$ cat src/rtl/eeprom_link_pkg.sv
`timescale 1ns/1ps
package eeprom_link_pkg;
  typedef enum logic [2:0] {
    PH_IDLE, PH_DEV, PH_WADR, PH_WDAT, PH_ACK, PH_RDAT, PH_MACK
  } phase_t;
  localparam logic [3:0] DEV_CODE = 4'b1010;
endpackage

$ cat src/rtl/eeprom_link_sync.sv
`timescale 1ns/1ps
module eeprom_link_sync #(
  parameter int STAGES = 2,
  parameter int LINES  = 2
) (
  input  logic             clk,
  input  logic             rst_n,
  input  logic [LINES-1:0] d_i,
  output logic [LINES-1:0] q_o
);
  for (genvar g = 0; g < LINES; g++) begin : g_line
    logic [STAGES-1:0] sr;
    always_ff @(posedge clk or negedge rst_n) begin
      if (!rst_n) sr <= '1;
      else        sr <= {sr[STAGES-2:0], d_i[g]};
    end
    assign q_o[g] = sr[STAGES-1];
  end
endmodule

$ cat src/rtl/eeprom_link_cond.sv
`timescale 1ns/1ps
module eeprom_link_cond (
  input  logic clk,
  input  logic rst_n,
  input  logic scl_s,
  input  logic sda_s,
  output logic scl_rise,
  output logic scl_fall,
  output logic start_ev,
  output logic stop_ev
);
  logic scl_q, sda_q;

  always_ff @(posedge clk or negedge rst_n) begin
    if (!rst_n) begin
      scl_q <= 1'b1;
      sda_q <= 1'b1;
    end else begin
      scl_q <= scl_s;
      sda_q <= sda_s;
    end
  end

  assign scl_rise = scl_s & ~scl_q;
  assign scl_fall = ~scl_s & scl_q;
  assign start_ev = scl_s & scl_q & sda_q & ~sda_s;
  assign stop_ev  = scl_s & scl_q & ~sda_q & sda_s;
endmodule

$ cat src/rtl/eeprom_link_slave.sv
`timescale 1ns/1ps
module eeprom_link_slave
  import eeprom_link_pkg::*;
#(
  parameter int BLK_W       = 3,
  parameter int PAGE_W      = 4,
  parameter int SYNC_STAGES = 2
) (
  input  logic             clk,
  input  logic             rst_n,
  input  logic             scl_i,
  input  logic             sda_i,
  output logic             sda_oe,
  output logic             mem_rd,
  output logic [BLK_W+7:0] mem_addr,
  input  logic [7:0]       mem_rdata,
  output logic             wr_valid,
  output logic [BLK_W+7:0] wr_addr,
  output logic [7:0]       wr_data,
  output logic             wr_commit
);
  localparam int AW = BLK_W + 8;

  // reset: asserted asynchronously, released on the clock
  logic [1:0] rst_sr;
  logic       rst_q_n;
  always_ff @(posedge clk or negedge rst_n) begin
    if (!rst_n) rst_sr <= 2'b00;
    else        rst_sr <= {rst_sr[0], 1'b1};
  end
  assign rst_q_n = rst_sr[1];

  logic [1:0] line_s;
  logic       scl_s, sda_s, scl_rise, scl_fall, start_ev, stop_ev;

  eeprom_link_sync #(.STAGES(SYNC_STAGES), .LINES(2)) i_sync (
    .clk(clk), .rst_n(rst_q_n), .d_i({scl_i, sda_i}), .q_o(line_s)
  );
  assign scl_s = line_s[1];
  assign sda_s = line_s[0];

  eeprom_link_cond i_cond (
    .clk(clk), .rst_n(rst_q_n), .scl_s(scl_s), .sda_s(sda_s),
    .scl_rise(scl_rise), .scl_fall(scl_fall),
    .start_ev(start_ev), .stop_ev(stop_ev)
  );

  phase_t          ph, ph_d, ret, ret_d;
  logic [3:0]      cnt, cnt_d;
  logic [7:0]      sh, sh_d, rb, rb_d;
  logic            oe, oe_d, pend, pend_d, cont, cont_d;
  logic            rd, rd_d, ld, wv_d, cm_d;
  logic [BLK_W-1:0] blk, blk_d;
  logic [AW-1:0]   ctr, ctr_d, wp, wp_d, wa_q, wa_d;
  logic [7:0]      wd_q, wd_d;
  logic            wv_q, cm_q;

  always_comb begin
    ph_d = ph;  ret_d = ret;  cnt_d = cnt;  sh_d = sh;  rb_d = rb;
    oe_d = oe;  blk_d = blk;  ctr_d = ctr;  wp_d = wp;  pend_d = pend;
    cont_d = cont;  rd_d = 1'b0;  wv_d = 1'b0;  cm_d = 1'b0;
    wa_d = wa_q;  wd_d = wd_q;
    if (ld) rb_d = mem_rdata;
    if (start_ev) begin
      ph_d = PH_DEV;  cnt_d = '0;  oe_d = 1'b0;  pend_d = 1'b0;
    end else if (stop_ev) begin
      ph_d = PH_IDLE;  oe_d = 1'b0;  cm_d = pend;  pend_d = 1'b0;
    end else begin
      case (ph)
        PH_DEV, PH_WADR, PH_WDAT: begin
          if (scl_rise) begin
            sh_d  = {sh[6:0], sda_s};
            cnt_d = 4'(cnt + 1'b1);
          end else if (scl_fall && cnt == 4'd8) begin
            cnt_d = '0;
            if (ph == PH_DEV) begin
              if (sh[7:4] == DEV_CODE) begin
                blk_d = sh[BLK_W:1];
                ctr_d = {sh[BLK_W:1], ctr[7:0]};
                oe_d  = 1'b1;
                ph_d  = PH_ACK;
                ret_d = sh[0] ? PH_RDAT : PH_WADR;
                rd_d  = sh[0];
              end else begin
                ph_d = PH_IDLE;
              end
            end else if (ph == PH_WADR) begin
              ctr_d = {blk, sh};
              wp_d  = {blk, sh};
              oe_d  = 1'b1;
              ph_d  = PH_ACK;
              ret_d = PH_WDAT;
            end else begin
              wv_d   = 1'b1;
              wa_d   = wp;
              wd_d   = sh;
              ctr_d  = wp;
              wp_d   = {wp[AW-1:PAGE_W], PAGE_W'(wp[PAGE_W-1:0] + 1'b1)};
              pend_d = 1'b1;
              oe_d   = 1'b1;
              ph_d   = PH_ACK;
              ret_d  = PH_WDAT;
            end
          end
        end
        PH_ACK: begin
          if (scl_fall) begin
            ph_d = ret;
            if (ret == PH_RDAT) begin
              oe_d  = ~rb[7];
              rb_d  = {rb[6:0], 1'b0};
              cnt_d = 4'd1;
            end else begin
              oe_d  = 1'b0;
              cnt_d = '0;
            end
          end
        end
        PH_RDAT: begin
          if (scl_fall) begin
            if (cnt == 4'd8) begin
              oe_d  = 1'b0;
              ph_d  = PH_MACK;
              ctr_d = AW'(ctr + 1'b1);
              rd_d  = 1'b1;
            end else begin
              oe_d  = ~rb[7];
              rb_d  = {rb[6:0], 1'b0};
              cnt_d = 4'(cnt + 1'b1);
            end
          end
        end
        PH_MACK: begin
          if (scl_rise) cont_d = ~sda_s;
          else if (scl_fall) begin
            if (cont) begin
              ph_d  = PH_RDAT;
              oe_d  = ~rb[7];
              rb_d  = {rb[6:0], 1'b0};
              cnt_d = 4'd1;
            end else begin
              ph_d = PH_IDLE;
            end
          end
        end
        default: ;
      endcase
    end
  end

  always_ff @(posedge clk or negedge rst_q_n) begin
    if (!rst_q_n) begin
      ph <= PH_IDLE;  ret <= PH_IDLE;  cnt <= '0;  sh <= '0;  rb <= '0;
      oe <= 1'b0;  blk <= '0;  ctr <= '0;  wp <= '0;  pend <= 1'b0;
      cont <= 1'b0;  rd <= 1'b0;  ld <= 1'b0;  wv_q <= 1'b0;  cm_q <= 1'b0;
      wa_q <= '0;  wd_q <= '0;
    end else begin
      ph <= ph_d;  ret <= ret_d;  cnt <= cnt_d;  sh <= sh_d;  rb <= rb_d;
      oe <= oe_d;  blk <= blk_d;  ctr <= ctr_d;  wp <= wp_d;  pend <= pend_d;
      cont <= cont_d;  rd <= rd_d;  ld <= rd;  wv_q <= wv_d;  cm_q <= cm_d;
      if (wv_d) begin
        wa_q <= wa_d;
        wd_q <= wd_d;
      end
    end
  end

  assign sda_oe    = oe;
  assign mem_rd    = rd;
  assign mem_addr  = ctr;
  assign wr_valid  = wv_q;
  assign wr_addr   = wa_q;
  assign wr_data   = wd_q;
  assign wr_commit = cm_q;

  // the pull-down only starts right after a falling SCL edge
  a_r2_oe_after_fall: assert property (@(posedge clk) disable iff (!rst_q_n)
    $rose(sda_oe) |-> $past(scl_fall));
  // a STOP always leaves the line released
  a_r10_release_on_stop: assert property (@(posedge clk) disable iff (!rst_q_n)
    $past(stop_ev) |-> !sda_oe);
  // the fetch strobe is a single-cycle pulse
  a_r12_fetch_pulse: assert property (@(posedge clk) disable iff (!rst_q_n)
    mem_rd |=> !mem_rd);
  // commit follows a detected STOP
  a_r7_commit_on_stop: assert property (@(posedge clk) disable iff (!rst_q_n)
    wr_commit |-> $past(stop_ev));
  // write bytes are issued from a falling SCL edge, one cycle wide
  a_r6_write_pulse: assert property (@(posedge clk) disable iff (!rst_q_n)
    wr_valid |-> ($past(scl_fall) && !$past(wr_valid)));
endmodule

$ cat config.mk
export PLATFORM = sky130hd
export DESIGN_NAME = eeprom_link_slave
export DESIGN_NICKNAME = d
export VERILOG_FILES = /design/src/rtl/eeprom_link_pkg.sv /design/src/rtl/eeprom_link_sync.sv /design/src/rtl/eeprom_link_cond.sv /design/src/rtl/eeprom_link_slave.sv
export SDC_FILE = /design/constraint.sdc
export NUM_CORES = 1
export LEC_CHECK = 0
export ABC_AREA = 0
export BUFFER_PORTS_ARGS = -buffer_cell sky130_fd_sc_hd__buf_2
export CAP_MARGIN = 20
export CORE_ASPECT_RATIO = 1.1
export CORE_UTILIZATION = 24
export DETAILED_ROUTE_END_ITERATION = 7
export GPL_TIMING_DRIVEN = 0
export PLACE_DENSITY_LB_ADDON = 0.1
export SLEW_MARGIN = 20
export SYNTH_ARGS = -nofsm -noshare
export SYNTH_HDL_FRONTEND = slang
export SYNTH_SLANG_ARGS = --single-unit
$ cat constraint.sdc
create_clock -name clk -period 6.9 [get_ports clk]
set_input_delay 1.38 -clock clk [delete_from_list [all_inputs] [get_ports clk]]
set_output_delay 1.38 -clock clk [all_outputs]
set_load 0.02 [all_outputs]
==> impl_metrics.env <==
export IMPL_wirelength_um=11800
export IMPL_clkSlewWorstSetupHoldPaths_ns=0.06
export IMPL_min_path_type="flip-flop to asynchronous set/reset pin"
export IMPL_placed_cells=664
export IMPL_initial_core_util_pct=24.8
export IMPL_synthesis_nets=400
export IMPL_drc_errors=0
export IMPL_dr_first_iter_drc_count=159
export IMPL_ctsResizeCount=0
export IMPL_place_area_um2=4830
export IMPL_grt_first_pass_wirelength_um=19000
export IMPL_worst_slack_ns=4.44
export IMPL_clock_latency_ns=0.35
export IMPL_leakagePower_uw=0.00241
export IMPL_cts_tree="done"
export IMPL_crit_slowest_cell="nor3_2"
export IMPL_r2r_slack_ns=4.44
export IMPL_rsz0062_at_grt="false"
export IMPL_cts_sinks=85
export IMPL_fin_crit_sh_pct=35.7
export IMPL_worstMarginPinSlew_ns=0.979
export IMPL_cts_max_level=3
export IMPL_root_buffer="clkbuf_16"
export IMPL_worstPathMaxFanout=10
export IMPL_period_needed_ns=2.46
export IMPL_synthMuxAreaShare_pct=16.8
export IMPL_grt_usage_pct=13.9
export IMPL_overflow=0
export IMPL_synth_simple_area_share_pct=14.7
export IMPL_slew_headroom_pct=34.4
export IMPL_grt_max_degree=51
export IMPL_clock_fmax_mhz=406
export IMPL_cap_violations=0
export IMPL_syn_mean_instance_area_um2=11.2
export IMPL_finish_instance_area_um2=5130
export IMPL_synth_edf_count=0
export IMPL_clockBufferDepth=2
export IMPL_synth_xor_area_share_pct=0.409
export IMPL_antenna_cells=0
export IMPL_avgViaCountPerCell=4.86
export IMPL_synth_cell_area_um2=4280
export IMPL_tns_ns=0
export IMPL_async_reset_ff_share_pct=100
export IMPL_synth_flop_cell="dfrtp_1"
export IMPL_post_cts_buffers=0
export IMPL_pre_cts_slack_ns=4.44
export IMPL_die_x_um=129
export IMPL_setup_viol=0
export IMPL_layout_drive_gt1_share_pct=32.3
export IMPL_hpwlAfterDp_um=8300
export IMPL_status="finished, final reports clean"
export IMPL_skew_ns=0.00567
export IMPL_synth_fa_ha_area_share_pct=1.17
export IMPL_path_cells="buf_2 > o21bai_4 > nor3_2 > a31oi_1 > o211a_1 > mux2_4"
export IMPL_synthCells=384
export IMPL_hold_viol=0
export IMPL_antenna_found_initial=0
export IMPL_tritoncts_num_buffers=9
export IMPL_setup_worst_path_end_class="flip-flop"
export IMPL_powerDensity_nw_per_um2=286
export IMPL_vias=3307
export IMPL_synth_seq_cells=85
export IMPL_arrival_ns=2.69
export IMPL_p_total_uw=1470
export IMPL_dieArea_um2=18400
export IMPL_drv_slew=0
export IMPL_fp_row_count=50
export IMPL_path_class="flip-flop to flip-flop"
export IMPL_final_cells=680
export IMPL_ir_drop_mv=0.141
export IMPL_fin_nets=457
export IMPL_slowest_delay_ns=0.74
export IMPL_area_growth_pct=19.7
export IMPL_hold_buffers=0
export IMPL_ys_types=66
export IMPL_synth_warnings=0
export IMPL_worst_setup_path_start_kind="flip-flop"
export IMPL_synth_compound_area_share_pct=14.0
export IMPL_die_h_um=142
export IMPL_dr_pass1_iters=4
export IMPL_grt_pass1_vias=3337
export IMPL_seq_area_frac_synth_pct=49.8
export IMPL_io_pins=46
export IMPL_synth_top_family_by_area="multiplexers"
export IMPL_core_area_um2=17300
export IMPL_port_buffer_count=45
export IMPL_ant_nets=0
export IMPL_place_gp_congestion=0.824
export IMPL_cp_data_required_time_ns=7.13
export IMPL_wl_per_cell_um=17.3
## final timing paths
check / to / cells after the start / start
max in group asynchronous: i_cond.scl_q / 1 / rst_sr[1]
setup / recovery: ph[2] / 6 / ph[2]
hold reg to reg: wr_addr[0] / 0 / rst_sr[1]
min in group clk: i_sync.g_line[1].sr[1] / 0 / i_sync.g_line[1].sr[0]
setup reg to reg: ph[2] / 6 / ph[2]
hold / removal: wr_addr[0] / 0 / rst_sr[1]
## metal layers
metal,GRT usage (%),routed length (um),up-vias
met5,0,0,-
met1,18.9,5570,1671
met2,20.9,5380,92
met4,7.12,271,0
met3,2.78,531,16
li1,-,-,1528
## kinds of logic (layout without fill, tap and decap cells)
logic type                 after synthesis  after routing
AOI/OAI and AO/OA                       87             87
DFF                                     85             85
and+or+nand+nor                        112            112
other                                    1              1
muxes                                   65             65
buffers and inverters                   28             90
adders and majority gates                4              4
xor gates and xnor gates                 2              2
## registers in the layout, indices dropped and copies added (netlist names), 2 cells and up
register,count
cnt,4
wp,11
rb,8
wr_data,8
wr_addr,11
mem_addr,11
i_sync.g_line.sr,4
blk,3
rst_sr,2
sh,8
ret,3
ph,3
## cell usage in the layout, fill, tap and decap left out, drive strengths merged, types with 4 or more instances in the layout
| cell | netlist | layout |
|---|---|---|
| clkinv | 2 | 5 |
| nand2 | 22 | 22 |
| and2 | 6 | 6 |
| mux2i | 14 | 14 |
| clkbuf | 5 | 17 |
| o211ai | 6 | 6 |
| a221oi | 4 | 4 |
| ha | 4 | 4 |
| nor3 | 12 | 12 |
| and2b | 4 | 4 |
| a21oi | 14 | 14 |
| nor4 | 4 | 4 |
| nor2 | 23 | 23 |
| mux2 | 51 | 51 |
| a32o | 4 | 4 |
| buf | 12 | 58 |
| a31oi | 8 | 8 |
| o21ai | 25 | 25 |
| dfstp | 6 | 6 |
| dfrtp | 79 | 79 |
| nand3 | 12 | 12 |
| and3 | 4 | 4 |
| nor2b | 6 | 6 |
| inv | 9 | 9 |
## worst max-delay path: cells and delay by family, from the launching register on
family	cells	cell delay, ns
AND/OR/NAND/NOR	1	0.74
multiplexers	1	0.32
AO/OA/AOI/OAI	3	0.71
flip-flops	1	0.38
buffers and inverters	1	0.19
## Yosys cell counts, types with 3 or more instances
library cell	n	area (um2)
a211oi_1	3	22.5
a32o_1	4	40.0
a22o_1	3	26.3
nor4_1	4	25.0
mux2_2	50	563
ha_1	4	50.1
nand2_1	22	82.6
nor3_2	4	40.0
nor2_1	21	78.8
inv_1	9	33.8
o211ai_1	6	45.0
a221oi_1	4	35.0
buf_1	3	11.3
and3_1	4	25.0
and2_1	4	25.0
nor2b_1	6	37.5
nor3_1	8	40.0
nand3b_1	3	22.5
dfrtp_1	79	1980
and3b_1	3	26.3
a31oi_1	8	50.1
buf_2	6	30.0
nand3_1	12	60.1
dfstp_2	6	158
clkbuf_1	5	18.8
a21oi_1	14	70.1
mux2i_1	14	140
o21ai_0	24	120
a22oi_1	3	22.5
## power breakdown
group	switching, uW	internal (uW)
Sequential	33.3	527
Clock	204	290
Combinational	256	156
Total	494	973
## layout make-up
cell class / count / area [um2]
sequential: 85 / 2140
clock inverter: 4 / 48.8
buffer: 17 / 90.1
timing repair buffer: 46 / 253
multi-input combinational: 271 / 2020
clock buffer: 12 / 246
tap: 234 / 293
fill: 1830 / 12100
inverter: 11 / 41.3
## metrics by stage
stage	utilization (%)	hold WS, ns
2_1_floorplan	-	0.331
6_report	29.7	0.300
3_3_place_gp	27.8	0.336
4_1_cts	29.7	0.328
3_5_place_dp	28.0	0.321
5_1_grt	29.7	0.351
Note: power is estimated with default switching activity, not from simulation.
